`src/rtl/tone_cadence_pkg.sv`:
```
// Shared types and helpers for the cadenced tone generator.
// Assumes sample widths of at most 16 bits so that 32-bit arithmetic is exact.
package tone_cadence_pkg;

    typedef enum logic {
        PH_SOUND  = 1'b0,
        PH_SILENT = 1'b1
    } cad_phase_e;

    // Clamp a 32-bit signed value to the range of a w-bit signed number.
    function automatic logic signed [31:0] clamp_to(input logic signed [31:0] v,
                                                    input int unsigned w);
        logic signed [31:0] hi;
        logic signed [31:0] lo;
        hi = (32'sd1 <<< (w - 1)) - 32'sd1;
        lo = -(32'sd1 <<< (w - 1));
        if (v > hi)      return hi;
        else if (v < lo) return lo;
        else             return v;
    endfunction

endpackage

```
`src/rtl/tone_osc.sv`:
```
// Two-pole recursive sinusoid oscillator.
// y[n] = sat(((coef*y[n-1]) >>> (FRAC-1)) - y[n-2]); coef holds c scaled by 2^FRAC.
// load reseeds to y=amp, y_prev=amp*c (cosine start); load wins over step.
// Assumes W <= 16.
module tone_osc
    import tone_cadence_pkg::*;
#(
    parameter int W    = 16,
    parameter int FRAC = 14
) (
    input  logic                clk,
    input  logic                rst_n,
    input  logic                load,
    input  logic                step,
    input  logic signed [W-1:0] coef,
    input  logic signed [W-1:0] amp,
    output logic signed [W-1:0] y
);
    logic signed [W-1:0] y_prev;
    logic signed [31:0]  mul_step;
    logic signed [31:0]  nxt_raw;
    logic signed [31:0]  nxt_sat;
    logic signed [31:0]  mul_seed;
    logic signed [31:0]  seed_sat;

    // Next recursion value and seed for the previous sample.
    always_comb begin
        mul_step = 32'(coef) * 32'(y);
        nxt_raw  = (mul_step >>> (FRAC - 1)) - 32'(y_prev);
        nxt_sat  = clamp_to(nxt_raw, W);
        mul_seed = 32'(amp) * 32'(coef);
        seed_sat = clamp_to(mul_seed >>> FRAC, W);
    end

    // Oscillator state: reseed or advance.
    always_ff @(posedge clk) begin
        if (!rst_n) begin
            y      <= '0;
            y_prev <= '0;
        end else if (load) begin
            y      <= amp;
            y_prev <= seed_sat[W-1:0];
        end else if (step) begin
            y      <= nxt_sat[W-1:0];
            y_prev <= y;
        end
    end

endmodule

```
`src/rtl/tone_cadence.sv`:
```
// Sounding/silent cadence sequencer for one generator, counted in sample strobes.
// Zero on_len: never sounds, no events. Zero off_len: continuous, no events.
// Disabling returns to the start of a sounding interval.
module tone_cadence
    import tone_cadence_pkg::*;
#(
    parameter int TW = 16
) (
    input  logic          clk,
    input  logic          rst_n,
    input  logic          en,
    input  logic          stb,
    input  logic [TW-1:0] on_len,
    input  logic [TW-1:0] off_len,
    output logic          sounding,
    output logic          osc_load,
    output logic          osc_step,
    output logic          off_evt,
    output logic          on_evt
);
    cad_phase_e    phase;
    logic [TW-1:0] cnt;
    logic [TW:0]   cnt_nx;
    logic          run;

    // Interval end detection and oscillator control.
    always_comb begin
        run      = en && stb && (on_len != '0);
        cnt_nx   = {1'b0, cnt} + 1'b1;
        off_evt  = run && (phase == PH_SOUND) && (off_len != '0) && (cnt_nx >= {1'b0, on_len});
        on_evt   = run && (phase == PH_SILENT) && (cnt_nx >= {1'b0, off_len});
        sounding = (phase == PH_SOUND) && (on_len != '0);
        osc_load = !en || off_evt;
        osc_step = run && (phase == PH_SOUND) && !off_evt;
    end

    // Phase and interval counter.
    always_ff @(posedge clk) begin
        if (!rst_n || !en) begin
            phase <= PH_SOUND;
            cnt   <= '0;
        end else if (run) begin
            if (off_evt) begin
                phase <= PH_SILENT;
                cnt   <= '0;
            end else if (on_evt) begin
                phase <= PH_SOUND;
                cnt   <= '0;
            end else if (phase == PH_SOUND && off_len == '0) begin
                cnt   <= '0;
            end else begin
                cnt   <= cnt_nx[TW-1:0];
            end
        end
    end

endmodule

```
`src/rtl/tone_mix.sv`:
```
// Routes each generator to the receive or transmit path and sums each path
// with saturation to W bits. Assumes W <= 16 and a small NGEN.
module tone_mix
    import tone_cadence_pkg::*;
#(
    parameter int NGEN = 2,
    parameter int W    = 16
) (
    input  logic [NGEN-1:0][W-1:0] smp,
    input  logic [NGEN-1:0]        route_tx,
    output logic signed [W-1:0]    rx_o,
    output logic signed [W-1:0]    tx_o
);
    logic signed [31:0] acc_rx;
    logic signed [31:0] acc_tx;
    logic signed [31:0] sat_rx;
    logic signed [31:0] sat_tx;

    // Per-path accumulation and clamp.
    always_comb begin
        acc_rx = '0;
        acc_tx = '0;
        for (int g = 0; g < NGEN; g++) begin
            if (route_tx[g]) acc_tx = acc_tx + 32'(signed'(smp[g]));
            else             acc_rx = acc_rx + 32'(signed'(smp[g]));
        end
        sat_rx = clamp_to(acc_rx, W);
        sat_tx = clamp_to(acc_tx, W);
        rx_o   = sat_rx[W-1:0];
        tx_o   = sat_tx[W-1:0];
    end

endmodule

```
`src/rtl/tone_cadence_gen.sv`:
```
// Cadenced multi-generator tone source. Each generator is an oscillator gated
// by a sounding/silent cadence; cadence edges set sticky flags behind a mask.
// Assumes sample_stb is a single-cycle pulse and W <= 16.
module tone_cadence_gen
    import tone_cadence_pkg::*;
#(
    parameter int NGEN = 2,
    parameter int W    = 16,
    parameter int TW   = 16,
    parameter int FRAC = 14
) (
    input  logic                   clk,
    input  logic                   rst_n,
    input  logic                   sample_stb,
    input  logic [NGEN-1:0]        gen_en,
    input  logic [NGEN-1:0][W-1:0] gen_coef,
    input  logic [NGEN-1:0][W-1:0] gen_amp,
    input  logic [NGEN-1:0][TW-1:0] gen_on_len,
    input  logic [NGEN-1:0][TW-1:0] gen_off_len,
    input  logic [NGEN-1:0]        route_tx,
    input  logic [2*NGEN-1:0]      evt_mask,
    input  logic [2*NGEN-1:0]      evt_clr,
    output logic [2*NGEN-1:0]      evt_flags,
    output logic                   irq,
    output logic signed [W-1:0]    rx_sample,
    output logic signed [W-1:0]    tx_sample
);
    localparam int NFLAG = 2 * NGEN;

    logic [NGEN-1:0][W-1:0] smp;
    logic [NFLAG-1:0]       evt_set;

    for (genvar g = 0; g < NGEN; g++) begin : g_gen
        logic                sounding;
        logic                osc_load;
        logic                osc_step;
        logic signed [W-1:0] osc_y;

        tone_cadence #(.TW(TW)) u_cad (
            .clk      (clk),
            .rst_n    (rst_n),
            .en       (gen_en[g]),
            .stb      (sample_stb),
            .on_len   (gen_on_len[g]),
            .off_len  (gen_off_len[g]),
            .sounding (sounding),
            .osc_load (osc_load),
            .osc_step (osc_step),
            .off_evt  (evt_set[2*g]),
            .on_evt   (evt_set[2*g+1])
        );

        tone_osc #(.W(W), .FRAC(FRAC)) u_osc (
            .clk   (clk),
            .rst_n (rst_n),
            .load  (osc_load),
            .step  (osc_step),
            .coef  (signed'(gen_coef[g])),
            .amp   (signed'(gen_amp[g])),
            .y     (osc_y)
        );

        // Per-generator sample register, updated once per strobe.
        always_ff @(posedge clk) begin
            if (!rst_n || !gen_en[g]) smp[g] <= '0;
            else if (sample_stb)      smp[g] <= sounding ? osc_y : '0;
        end
    end

    // Sticky event flags: events override clears.
    always_ff @(posedge clk) begin
        if (!rst_n) evt_flags <= '0;
        else        evt_flags <= (evt_flags & ~evt_clr) | evt_set;
    end

    assign irq = |(evt_flags & evt_mask);

    tone_mix #(.NGEN(NGEN), .W(W)) u_mix (
        .smp      (smp),
        .route_tx (route_tx),
        .rx_o     (rx_sample),
        .tx_o     (tx_sample)
    );

endmodule

```
`config.mk`:
```
export PLATFORM = sky130hd
export DESIGN_NAME = tone_cadence_gen
export DESIGN_NICKNAME = d
export VERILOG_FILES = /design/src/rtl/tone_cadence_pkg.sv /design/src/rtl/tone_osc.sv /design/src/rtl/tone_cadence.sv /design/src/rtl/tone_mix.sv /design/src/rtl/tone_cadence_gen.sv
export SDC_FILE = /design/constraint.sdc
export NUM_CORES = 2
export LEC_CHECK = 0
export ABC_AREA = 1
export BUFFER_PORTS_ARGS = -buffer_cell sky130_fd_sc_hd__buf_4
export CAP_MARGIN = 20
export CORE_MARGIN = 2
export CORE_UTILIZATION = 35
export DETAILED_ROUTE_END_ITERATION = 12
export GPL_ROUTABILITY_DRIVEN = 0
export PLACE_DENSITY = 0.55
export SYNTH_ARGS = -nofsm -noshare
export SYNTH_HDL_FRONTEND = slang
export SYNTH_SLANG_ARGS = --single-unit
```
`constraint.sdc`:
```
create_clock -name clk -period 9.3 [get_ports clk]
set_input_delay 1.86 -clock clk [delete_from_list [all_inputs] [get_ports clk]]
set_output_delay 1.86 -clock clk [all_outputs]
set_load 0.01 [all_outputs]
```
==> flow_summary.yaml <==
cts:
  cts-root-buf: "clkbuf_16"
  postCtsSetupBuffers: 0
  clock_latency_ns: 0.49
  h-tree-depth: 4
  cts_tree: "done"
  clk_pin_slew_worst_paths_ns: 0.07
  clockBufferDepth: 2
  clock_sinks: 134
  hold_buffers: 0
  cts_resized: 0
  cts_buffers: 17
min_path:
  hold_class: "reg2reg"
routing:
  routed_via_density: 4.771
  drc: 0
  ant_nets: 0
  vias: 46800
  drt-total-wl_um: 162200
  drt_iter0_markers: 2990
  drt_first_pass_iters: 6
  post_drt_wl_per_cell_um: 16.54
logic_synthesis:
  synth_edf_count: 0
  ys_seq_elements: 134
  syn-num-nets: 9373
  yosysMostFrequentCell: "nand2_1"
  yosysUniqueCellTypes: 55
  synth_warnings: 0
  syn_area_um2: 55020
  syn_area_per_cell_um2: 7.119
  synth_area_leaders: "fa_1 38%, nand2_1 15%, inv_1 15%"
  yosysTopAreaCellShare: 0.3821
  async_flop_share: 0
  yosysTopAreaCell: "fa_1"
  syn_inst: 7728
  synthTopCellsByCount: "2133 x nand2_1, 2132 x inv_1, 1050 x fa_1"
  synth_ff_type: "dfxtp_1"
  ys_seq_area_frac: 0.04876
global_route:
  grt_pass1_wl_um: 264700
  antenna_found_initial: 5
  grt_overflow: 0
  grtUsageTotal: 0.2060
  grt_pass1_vias: 48110
  grt_max_degree: 64
setup_path:
  cp-end-kind: "flip-flop"
  path_max_fanout: 17
  startpoint_type: "input pin"
  required_ns: 9.69
  path_class: "in2reg"
  arrival_ns: 9.14
  slowest_stage: "fa_1"
  rrSetupSlack_ns: 1.18
  crit_top_cell: "nand2_1"
  max_stage_delay_ns: 0.57
floorplanning:
  die_y_um: 400.5
  initial_core_util: 0.3522
  io_pins: 180
  core_area_um2: 156200
  die_w_um: 400.5
  rows: 145
  design.die.area_um2: 160400
sta:
  drv_slew: 0
  fmax_mhz: 114.3
  slew_headroom: 0.2764
  tns_ns: 0
  rsz0062_at_grt: "no"
  finalSetupViolCount: 0
  finalHoldViolCount: 0
  layout_min_cycle_time_ns: 8.747
  tightest_slew_ns: 1.084
  timing.final.crit_share: 0.9406
  fin_skew_ns: 0.01182
finish:
  final_core_util: 0.3789
  fill_cells: 16580
  antenna_cells: 0
  fin_nets: 9383
  layout-drive-gt1-share: 0.05341
  final_cells: 9809
  area_delta_synth_final_pct: 7.573
place:
  placed_cells: 9774
  dp_hpwl_um: 135500
  port_buffers: 179
flow_run:
  drv_cap: 0
status:
  status: "finished clean"
## metal layers
| metal | GRT usage | vias up | wire length [µm] |
|---|---|---|---|
| li1 | - | 22480 | - |
| met1 | 0.2791 | 22930 | 73060 |
| met2 | 0.3471 | 1184 | 76470 |
| met3 | 0.02385 | 195 | 7959 |
| met4 | 0.05622 | 6 | 4716 |
| met5 | 0 | - | 29 |
## worst max-delay path: cells and delay by family
family | cells | cell delay [ns]
buf+inv | 8 | 0.76
compound gates | 2 | 0.33
fa+ha+maj | 8 | 3.78
xor+xnor | 1 | 0.15
simple gates | 20 | 2.23
## layout by cell type, fill, tap and decap left out, drive strengths merged, types with 20 or more instances in the layout
cell type	instances
nand4	86
fa	1050
xor2	107
o21bai	20
buf	289
ha	452
nand2	2150
nor3	42
nor2	312
xnor2	49
dfxtp	134
nand3	260
inv	2147
a21oi	314
o21ai	168
or2	44
## cells by family (layout without fill, tap and decap cells)
group / after synthesis / in the layout / synth area share
AOI/OAI and AO/OA: 555 / 555 / 0.05433
buffers and inverters: 2440 / 2463 / 0.1692
DFF: 134 / 134 / 0.04876
xor gates and xnor gates: 156 / 156 / 0.02483
adders and majority gates: 1502 / 1502 / 0.4849
and+or+nand+nor: 2941 / 2941 / 0.2180
## worst paths after layout
kind	start	end	depth (start not counted)
max reg2reg	g_gen[1].u_osc.y[9]	g_gen[1].u_osc.y[10]	38
min reg2reg	g_gen[0].u_cad.phase	g_gen[0].u_cad.phase	2
max	gen_coef[23]	g_gen[1].u_osc.y[10]	39
min	g_gen[0].u_cad.phase	g_gen[0].u_cad.phase	2
## stage by stage
stage               hold WS (ns)  setup slack [ns]  instance area [µm²]
floorplan                 0.4433            0.4702                55020
global placement          0.4543           0.07238                58500
detailed placement        0.4582           0.02981                58520
CTS                       0.4689            0.5324                59100
global route              0.5045           0.04718                59180
finish                    0.4651            0.5529                59180
## state kept, by name (all words and copies together) (netlist names)
| name | flops |
|---|---|
| g_gen.u_cad.cnt | 32 |
| smp | 32 |
| g_gen.u_osc.y_prev | 32 |
| g_gen.u_cad.phase | 2 |
| g_gen.u_osc.y | 32 |
| evt_flags | 4 |
## cell type report
type                    instances  area (µm²)  share of cell area
clock buffers                  17       425.4            0.007188
clock inverters                15       158.9            0.002685
inverters                    2142        8041              0.1359
multi-input cells            5154       43050              0.7273
flip-flops and latches        134        2683             0.04533
well taps                    2058        2575             0.04351
repair buffers                289        2255             0.03810
Power is left out: the tool's default activity adds up to more than one toggle a clock period on the data nets, which glitch-free logic cannot reach.
